$ cat src/rtl/qdl_pkg.sv
package qdl_pkg;
    localparam int NCH    = 4;
    localparam int CODE_W = 8;
    localparam int ADDR_W = $clog2(NCH);

    typedef logic [CODE_W-1:0] code_t;
    typedef logic [ADDR_W-1:0] addr_t;

    typedef struct packed {
        logic  strobe_n;
        addr_t addr;
        code_t data;
    } bus_req_t;

    typedef enum logic {
        STORE_LATCH   = 1'b0,
        STORE_SAMPLED = 1'b1
    } store_kind_e;

    function automatic logic chan_hit(input bus_req_t req, input int idx);
        return (!req.strobe_n) && (req.addr == addr_t'(idx));
    endfunction
endpackage

$ cat src/rtl/qdl_decode.sv
module qdl_decode
    import qdl_pkg::*;
(
    input  bus_req_t       req,
    output logic [NCH-1:0] sel
);
    for (genvar i = 0; i < NCH; i++) begin : g_hit
        assign sel[i] = chan_hit(req, i);
    end
endmodule

$ cat src/rtl/qdl_channel.sv
module qdl_channel
    import qdl_pkg::*;
#(
    parameter store_kind_e KIND = STORE_SAMPLED
) (
    input  logic  clk,
    input  logic  rst,
    input  logic  load,
    input  code_t din,
    output code_t code
);
    if (KIND == STORE_SAMPLED) begin : g_sampled
        always_ff @(posedge clk) begin
            if (rst)       code <= '0;
            else if (load) code <= din;
        end

        // an enabled channel shows the bus value from the previous edge
        assert_follow_bus_R4: assert property (@(posedge clk) disable iff (rst)
            (!$past(rst) && $past(load)) |-> (code == $past(din)));
    end else begin : g_level
        always_latch begin
            if (rst)       code <= '0;
            else if (load) code <= din;
        end
    end

    // without an enable the stored code does not move
    assert_hold_when_closed_R6: assert property (@(posedge clk) disable iff (rst)
        (!$past(rst) && !$past(load) && !load) |-> $stable(code));
endmodule

$ cat src/rtl/qdl_level.sv
module qdl_level
    import qdl_pkg::*;
#(
    parameter int REF_W = 12
) (
    input  code_t             code,
    input  logic [REF_W-1:0]  ref_level,
    output logic [REF_W-1:0]  level
);
    localparam int PROD_W = CODE_W + REF_W;

    logic [PROD_W-1:0] prod;

    always_comb begin
        prod  = PROD_W'(code) * PROD_W'(ref_level);
        level = prod[PROD_W-1:CODE_W];
    end
endmodule

$ cat src/rtl/quad_dac_latch_bank.sv
module quad_dac_latch_bank
    import qdl_pkg::*;
#(
    parameter int          REF_W = 12,
    parameter store_kind_e KIND  = STORE_SAMPLED
) (
    input  logic                   clk,
    input  logic                   rst,
    input  logic                   wr_n,
    input  logic [ADDR_W-1:0]      ch_addr,
    input  logic [CODE_W-1:0]      bus_data,
    input  logic [REF_W-1:0]       ref_level,
    output logic [NCH*CODE_W-1:0]  chan_code,
    output logic [NCH*REF_W-1:0]   chan_level
);
    bus_req_t       req;
    logic [NCH-1:0] sel;

    always_comb begin
        req.strobe_n = wr_n;
        req.addr     = ch_addr;
        req.data     = bus_data;
    end

    qdl_decode u_decode (
        .req (req),
        .sel (sel)
    );

    for (genvar i = 0; i < NCH; i++) begin : g_chan
        code_t             code_i;
        logic [REF_W-1:0]  level_i;

        qdl_channel #(.KIND(KIND)) u_chan (
            .clk  (clk),
            .rst  (rst),
            .load (sel[i]),
            .din  (req.data),
            .code (code_i)
        );

        qdl_level #(.REF_W(REF_W)) u_level (
            .code      (code_i),
            .ref_level (ref_level),
            .level     (level_i)
        );

        assign chan_code[i*CODE_W +: CODE_W] = code_i;
        assign chan_level[i*REF_W +: REF_W]  = level_i;

        // zero code gives zero level, and no level exceeds the reference
        assert_level_zero_R8: assert property (@(posedge clk) disable iff (rst)
            (code_i == '0) |-> (level_i == '0));
        assert_level_bound_R8: assert property (@(posedge clk) disable iff (rst)
            level_i <= ref_level);
    end

    // at most one channel is open at any time
    assert_single_open_R6: assert property (@(posedge clk) disable iff (rst)
        $onehot0(sel));
    // strobe high opens nothing
    assert_idle_closed_R3: assert property (@(posedge clk) disable iff (rst)
        wr_n |-> (sel == '0));
    // the open channel is the addressed one
    assert_addr_map_R2: assert property (@(posedge clk) disable iff (rst)
        !wr_n |-> sel[ch_addr]);
endmodule

$ cat config.mk
export PLATFORM = sky130hd
export DESIGN_NAME = quad_dac_latch_bank
export DESIGN_NICKNAME = d
export VERILOG_FILES = /design/src/rtl/qdl_pkg.sv /design/src/rtl/qdl_decode.sv /design/src/rtl/qdl_channel.sv /design/src/rtl/qdl_level.sv /design/src/rtl/quad_dac_latch_bank.sv
export SDC_FILE = /design/constraint.sdc
export NUM_CORES = 1
export LEC_CHECK = 0
export ABC_AREA = 0
export BUFFER_PORTS_ARGS = -buffer_cell sky130_fd_sc_hd__buf_4
export CAP_MARGIN = 25
export CORE_MARGIN = 3
export CORE_UTILIZATION = 35
export CTS_CLUSTER_SIZE = 25
export DETAILED_ROUTE_END_ITERATION = 8
export PLACE_DENSITY_LB_ADDON = 0.12
export REMOVE_ABC_BUFFERS = 1
export SLEW_MARGIN = 20
export SYNTH_ARGS = -nofsm -noshare
export SYNTH_HDL_FRONTEND = slang
export SYNTH_SLANG_ARGS = --single-unit
$ cat constraint.sdc
create_clock -name clk -period 12.4 [get_ports clk]
set_input_delay 0.62 -clock clk [delete_from_list [all_inputs] [get_ports clk]]
set_output_delay 0.62 -clock clk [all_outputs]
set_load 0.02 [all_outputs]
**Yosys cells after proc, flatten, opt, wreduce, memory -nomap -nowiden**

Index checks and enable logic that the tools add are counted.

- Logic and storage cells: 17
- Input port bits: 25
- Bits in registers: 32

- Reductions and logical operators: 6
- Multiply operators: 4
- Equal/unequal tests: 3

Operator list:

| operator | count |
|---|---|
| $mul 8x12->20 | 4 |
| $eq 2x2->1 const B | 2 |
| $logic_and 1x1->1 | 4 |
| $eq 2x1->1 const B | 1 |
| $logic_not 2->1 | 1 |
| $logic_not 1->1 | 1 |

**Depth between registers and ports, before layout**

Gate-level depths: netlist (run 1).

- Depth in word-level cells: 2
- Mapped depth: 19
- Gate-level depth less buffers: 17

**By module**

Synthesis (run 1) repeated with hierarchy kept, for this count alone.

- Cell total of the unflattened synthesis: 1466
- Area, all modules: 13086.3 sq um

Modules (own cells, without submodules):

| module | cells each | area each (sq um) | instances |
|---|---|---|---|
| qdl_level (g_chan[0].u_level) | 353 | 3050.4 | 1 |
| qdl_level (g_chan[3].u_level) | 340 | 2986.6 | 1 |
| qdl_level (g_chan[2].u_level) | 341 | 2984.1 | 1 |
| qdl_level (g_chan[1].u_level) | 324 | 2894.0 | 1 |
| qdl_channel | 26 | 285.3 | 4 |
| qdl_decode | 4 | 30.0 | 1 |

**Worst setup path before layout (run 1)**

No wires, ideal clock.

- Kind: in2out
- Start: input ref_level[1]
- End: output chan_level[11]
- Path slack: 6.814 ns
- Required time: 11.780 ns
- Arrival time: 4.966 ns
- Buffers on the path: 2
- Stages on the path: 17
- Cells stage by stage: clkbuf_1 > clkbuf_1 > and2_1 > fa_1 > fa_1 > fa_1 > inv_1 > fa_1 > inv_1 > ha_1 > a21o_1 > a221oi_1 > o31a_2 > o211ai_2 > o2bb2ai_1 > or4_1 > and3_1

- Longest elaborated chain between the ends: 1

Ends and longest elaborated chain:

| element | RTL line | source |
|---|---|---|
| start, declared | quad_dac_latch_bank.sv:12 | `input logic [REF_W-1:0] ref_level,` |
| $mul 8x12->20 | qdl_level.sv:15 | `prod = PROD_W'(code) * PROD_W'(ref_level);` |
| end, declared | quad_dac_latch_bank.sv:14 | `output logic [NCH*REF_W-1:0] chan_level` |

Every way passes these cells.

**Final worst setup path (run 1)**

- Start: register g_chan[0].u_chan.code[3]
- End: output chan_level[11]

- Longest elaborated chain between the ends: 1

Ends and longest elaborated chain:

| element | RTL line | source |
|---|---|---|
| start, declared | qdl_channel.sv:10 | `output code_t code` |
| start signal, assigned | qdl_channel.sv:15 | `else if (load) code <= din;` |
| $mul 8x12->20 | qdl_level.sv:15 |  |

Every way passes these cells.

==> results of run 1 <==
-- worst max path at each step --
stage / from / to / slack (ps)
after global placement: ref_level[5] / chan_level[11] / 6460
after CTS: g_chan[0].u_chan.code[2]$_SDFFE_PP0P_ / chan_level[11] / 6360
after global routing: g_chan[0].u_chan.code[2]$_SDFFE_PP0P_ / chan_level[11] / 6100
after detailed placement: ref_level[5] / chan_level[11] / 6450
final: g_chan[0].u_chan.code[3]$_SDFFE_PP0P_ / chan_level[11] / 6380
after floorplan: ref_level[6] / chan_level[11] / 7090
-- layout make-up --
class	count	area, um^2
Sequential cell	32	641
Timing Repair Buffer	105	788
Inverter	279	1050
Tap cell	461	577
Clock inverter	3	42.5
Fill cell	3713	21700
Multi-Input combinational cell	1066	10800
Clock buffer	5	125
-- kinds of logic after synthesis --
logic type / count (synthesis) / share of synthesized area
DFF: 32 / 0.0503
adders and majority gates: 384 / 0.516
buffers and inverters: 352 / 0.104
xor gates and xnor gates: 37 / 0.0254
and+or+nand+nor: 505 / 0.219
AOI/OAI and AO/OA: 109 / 0.0603
muxes: 31 / 0.0244
-- per-stage QoR --
step	utilization	setup slack [ps]	hold WS (ps)
detailed placement	0.387	6450	723
floorplan	-	7090	665
CTS	0.392	6360	642
global route	0.392	6100	656
finish	0.392	6380	650
global placement	0.387	6460	724
-- metal layers --
layer,wire length (um),GRT usage,vias up,share of wire
met5,0,0,-,0
met4,73,0.00792,0,0.0023
met3,828,0.0176,10,0.027
met2,14900,0.294,96,0.48
met1,15400,0.244,4701,0.49
li1,-,-,4482,-
-- power breakdown --
group | internal (mW) | switching (mW)
sequential | 0.106 | 0.0157
clock | 0.0942 | 0.0449
combinational | 0.115 | 0.165
total | 0.316 | 0.226
-- placed cells by master, fill, tap and decap left out, drive strengths merged, types with 3 or more instances in the layout --
cell type / Yosys / routed
a21oi: 31 / 31
clkbuf: 70 / 5
mux2i: 31 / 31
a21o: 12 / 12
nor3: 12 / 12
o31a: 3 / 3
buf: 3 / 105
inv: 279 / 279
nor2: 70 / 70
and3: 5 / 5
nand2: 79 / 79
dfxtp: 32 / 32
a311oi: 3 / 3
o31ai: 3 / 3
xor2: 8 / 8
fa: 236 / 236
o21ai: 18 / 18
a31oi: 5 / 5
xnor2: 29 / 29
nand3: 6 / 6
and2: 310 / 310
o21a: 12 / 12
nand4: 4 / 4
ha: 148 / 148
nand3b: 3 / 3
-- tightest hold or removal path, stage by stage --
cell	delay (ps)
buf_4	130
mux2i_1	70
nor2_1	70
==> summary.txt, run 1 <==
Floorplan
  • Width of the die: 197 um
  • Starting Density: 0.356
  • Die Y: 197 um
  • Row Count: 69
  • Core area: 35700 um^2
  • Die ar.: 38700 um^2
  • # IOs: 105

Clock network
  • TritonCTS clock tree: done
  • Setup bufs post-CTS: 0
  • CTS Buffer Depth: 2
  • CTS Hold Buffers Added: 0
  • Reg clk slew, reported paths: 50 ps
  • Worst skew pair latency: 270 ps
  • Clk root buf: clkbuf_16
  • Post-cts resize count: 0
  • H-tree level count: 2
  • Number of buffers created by CTS: 5
  • Sink Count: 32

Timing
  • Final Critical Period: 6020 ps
  • Clk_skew: 0 ps
  • Crit share post-route: 0.486
  • Final Hold Fails: 0
  • Worst Max-Slew Pin Slew: 939 ps
  • RSZ-0062 raised after global routing: false
  • Highest clock rate: 0.166 GHz
  • Setup violators final: 0
  • Setup tns final: 0 ps
  • Relative slew slack: 0.371
  • Max-slew violation count: 0

Critical path
  • Reg-to-Reg Start: g_chan[2].u_chan.code[0]$_SDFFE_PP0P_
  • Top Family by Delay on Critical Path: adder cells
  • FF-to-FF setup slack: 11310 ps
  • Max stage delay cell, worst path: dfxtp_1
  • Crit path kind: reg -> out
  • Startpoint types: register
  • CP endpoint kind: output port
  • WP buf/inv: 3
  • Cells along the critical path: and2_1, fa_1, fa_1, fa_1, inv_1, fa_1, inv_1, ha_1, a21o_1, a221oi_1, o31a_2, o211ai_2, o2bb2ai_1, or4_1, and3_1, buf_4
  • Reg2reg end: g_chan[2].u_chan.code[0]$_SDFFE_PP0P_
  • CP Max Fanout: 14
  • Worst path required time: 11780 ps
  • WP depth: 16
  • FF-to-FF path depth: 4
  • Crit path DAT: 5400 ps
  • CP max stage delay: 740 ps
  • Crit-path most repeated cell: fa_1

Route
  • Vias/cell: 4.76
  • Routed vias: 9289
  • Drt pass-1 iters: 6
  • First DRT Iteration DRCs: 247
  • Post-route DRC: 0
  • Antenna Nets Post-Route: 0
  • Drt total wl: 31.2 mm
  • Wire length per cell: 16.0 um

Global routing
  • Gr ovfl total: 0
  • Largest net degree at the start of global routing: 33
  • Number of global-route vias before repair: 10056
  • Antenna violations before repair: 0
  • Total Routing Usage GR: 0.170
  • First-pass GRT wire length: 53.3 mm

Place
  • DP HPWL: 23.3 mm
  • IO Port Bufs: 104
  • Placed inst area: 13800 um^2
  • GPL Wtd Cong: 0.764
  • Placed cells: 1943

Final layout
  • Register bank with the most flops: g_chan.u_chan.code
  • Share of cells above drive strength 1: 0.0839
  • Fin cells: 1951
  • Final Net Count: 1898
  • Area growth syn-to-layout: 9.91%
  • Number of flip-flops in the largest register: 32
  • N_diodes: 0
  • Post-route design area: 14000 um^2
  • Regs by FF count: g_chan.u_chan.code x32

Status
  • Status: completed

Yosys
  • FF+latch count, synth: 32
  • Library cells used by synthesis: 60
  • Yosys warns: 0
  • Main synth FF type: dfxtp_1
  • Leading area contributor after synthesis: fa_1
  • Syn_area_per_cell: 8.78 um^2
  • Part of the Yosys area used for sequential elements: 0.0503
  • Most frequent cell after synthesis: and2_1
  • Syn Std Cell Area: 12700 um^2
  • Synth top area cells: fa_1, and2_1, ha_1
  • Ys async rst share: 0
  • Post-Synthesis Cells: 1450
  • Top-area cell type share of the netlist area: 0.371
  • Number of synthesized flops with an enable pin: 0
  • Most frequent cells after synthesis: and2_1, inv_1, fa_1

Min path
  • WHS Path Cells: 3
  • WHS Endpoint: g_chan[3].u_chan.code[2]$_SDFFE_PP0P_
  • Critical hold path startpoint: bus_data[2]
  • Hold crit path type: in -> reg

Pwr
  • Final Power: 0.541 mW
  • Peak supply drop: 0.0000441 V
  • Pwr dens: 38.7 nW/um^2
  • Leakage: 7.72 nW

Job
  • Max-Cap Viols: 0
(Power assumes the default switching activity.)
==> run 2: changes to the inputs <==
clock period = 5.9 ns   (was 12.4 ns; I/O delays follow)
==> run 2 against run 1 <==
  * Critical path depth is the same
  * Via count grew 0.90%
  * Register-to-register slack lost 6500 ps
  * Die area is the same
==> summary.txt, run 2 (synthesized netlist as in run 1, its figures left out) <==
Floorplan
  • Core area: 35700 um^2 (unchanged)
  • Starting Density: 0.356 (unchanged)
  • Die Y: 197 um (unchanged)
  • Row Count: 69 (unchanged)
  • Width of the die: 197 um (unchanged)
  • Die ar.: 38700 um^2 (unchanged)
  • # IOs: 105 (unchanged)

Final layout
  • Area growth syn-to-layout: 10.1%
  • Share of cells above drive strength 1: 0.0870 (+0.00312)
  • N_diodes: 0 (unchanged)
  • Most common cell after layout, fill and taps aside: and2_1
  • Regs by FF count: g_chan.u_chan.code x32
  • Commonest cells after routing, fill and taps aside: and2_1, inv_1, fa_1
  • Final Net Count: 1902 (+0.21%)
  • Fillers: 3709 (-0.11%)
  • Number of flip-flops in the largest register: 32 (unchanged)
  • Register bank with the most flops: g_chan.u_chan.code

Global routing
  • Largest net degree at the start of global routing: 33 (unchanged)
  • Number of global-route vias before repair: 10173 (+1.2%)
  • Total Routing Usage GR: 0.173 (+0.00327)
  • First-pass GRT wire length: 54.2 mm (+1.7%)
  • Antenna violations before repair: 0 (unchanged)
  • Gr ovfl total: 0 (unchanged)

Min path
  • WHS Path Cells: 3 (unchanged)
  • Critical hold path startpoint: bus_data[0]
  • WHS Endpoint: g_chan[3].u_chan.code[0]$_SDFFE_PP0P_
  • Hold crit path type: in -> reg

Timing
  • Relative slew slack: 0.383 (+0.0117)
  • Final Hold Fails: 0 (unchanged)
  • RSZ-0062 raised after global routing: false
  • Final setup margin: 316 ps (-6060 ps)
  • Worst Max-Slew Pin Slew: 921 ps (-17.5 ps)
  • Max-slew violation count: 0 (unchanged)
  • Crit share post-route: 0.946
  • Clk_skew: 0 ps (unchanged)
  • Setup violators final: 0 (unchanged)
  • Setup tns final: 0 ps (unchanged)
  • Final Critical Period: 5580 ps
  • Highest clock rate: 0.179 GHz

Job
  • Max-Cap Viols: 0 (unchanged)

Clock network
  • TritonCTS clock tree: done
  • CTS Hold Buffers Added: 0 (unchanged)
  • Reg clk slew, reported paths: 50 ps (about the same)
  • Worst skew pair latency: 270 ps (about the same)
  • Number of buffers created by CTS: 5 (unchanged)
  • Sink Count: 32 (unchanged)
  • Clk root buf: clkbuf_16
  • CTS Buffer Depth: 2 (unchanged)
  • H-tree level count: 2 (unchanged)

Place
  • IO Port Bufs: 104 (unchanged)
  • GPL Wtd Cong: 0.776 (+1.6%)
  • DP HPWL: 23.9 mm (+2.5%)
  • DP Worst Slack: 571 ps (-5880 ps)

Critical path
  • Startpoint types: register
  • FF-to-FF path depth: 4 (unchanged)
  • Worst path required time: 5610 ps (-6170 ps)
  • Reg2reg end: g_chan[2].u_chan.code[0]$_SDFFE_PP0P_
  • FF-to-FF setup slack: 4770 ps (-6540 ps)
  • Reg-to-Reg Start: g_chan[2].u_chan.code[0]$_SDFFE_PP0P_
  • CP endpoint kind: output port
  • Crit path kind: reg -> out
  • Crit path DAT: 5290 ps (-110 ps)
  • CP Max Fanout: 14 (unchanged)

Route
  • Post-route DRC: 0 (unchanged)
  • Met2 WL: 15.3 mm (+2.8%)
  • WL met3: 864 um (+4.3%)
  • Uppermost layer routed: met4
  • First DRT Iteration DRCs: 330 (+34%)
  • Wire length per cell: 16.2 um (+1.2%)
  • Drt total wl: 31.6 mm (+1.4%)
  • Drt pass-1 iters: 6 (unchanged)
  • Antenna Nets Post-Route: 0 (unchanged)
  • Vias/cell: 4.79 (+0.70%)
  • DRT met1 WL: 15.4 mm (about the same)
  • Routed vias: 9373 (+0.90%)

Status
  • Status: completed

Pwr
  • Leakage: 7.74 nW (+0.27%)
  • Pwr dens: 81.0 nW/um^2 (+110%)
  • Peak supply drop: 0.0000971 V (+120%)
[run 2: layout make-up]
cell class                      count  area [um^2]  area share
Sequential cell                    32          643      0.0458
Multi-Input combinational cell   1066        10800       0.768
Inverter                          279         1050      0.0747
Clock buffer                        6          129     0.00919
Clock inverter                      2         35.0     0.00250
Timing Repair Buffer              109          818      0.0583
Tap cell                          461          577      0.0411
[run 2: power breakdown]
part	switching, mW	total [mW]	internal (mW)
logic	0.349	0.593	0.244
registers	0.0322	0.256	0.224
clock network	0.0890	0.287	0.198
total	0.471	1.14	0.666
[run 2: how the worst max path moves through the flow]
stage	startpoint	end
global route	g_chan[2].u_chan.code[2]$_SDFFE_PP0P_	chan_level[30]
detailed placement	g_chan[0].u_chan.code[2]$_SDFFE_PP0P_	chan_level[11]
finish	g_chan[0].u_chan.code[4]$_SDFFE_PP0P_	chan_level[11]
global placement	g_chan[0].u_chan.code[2]$_SDFFE_PP0P_	chan_level[11]
floorplan	g_chan[0].u_chan.code[3]$_SDFFE_PP0P_	chan_level[11]
CTS	g_chan[0].u_chan.code[2]$_SDFFE_PP0P_	chan_level[11]
[run 2: worst max-delay path, cell delays in order, from the launching register on]
cell	delay [ps]
dfxtp_1	620
and2_1	220
fa_1	440
fa_1	510
fa_1	490
inv_1	50
fa_1	470
inv_1	40
ha_1	310
a21o_1	210
a221oi_1	290
o31a_2	270
o211ai_2	130
o2bb2ai_1	200
or4_1	410
and3_1	200
buf_4	150
[run 2: timing repair]
action,CTS,global route
buffers inserted,0,0
resized for setup,0,2
endpoints found under the hold margin,0,0
endpoints found under the setup margin,0,1
[run 2: per-stage QoR]
step                hold WS, ps  total power [mW]  utilization  cell area (um^2)  cells
detailed placement          606             0.866        0.388             13900   1947
CTS                         324              1.16        0.392             14000   1955
global route                333              1.25        0.392             14000   1955
global placement            601             0.861        0.388             13900   1947
floorplan                   367             0.622            -             12500   1377
finish                      329              1.14        0.392             14000   1955
[run 2: metal layers]
metal  up-vias  GRT usage
met5         -          0
met4         0    0.00634
met3         5     0.0159
met2       113      0.301
met1      4757      0.249
li1       4498          -
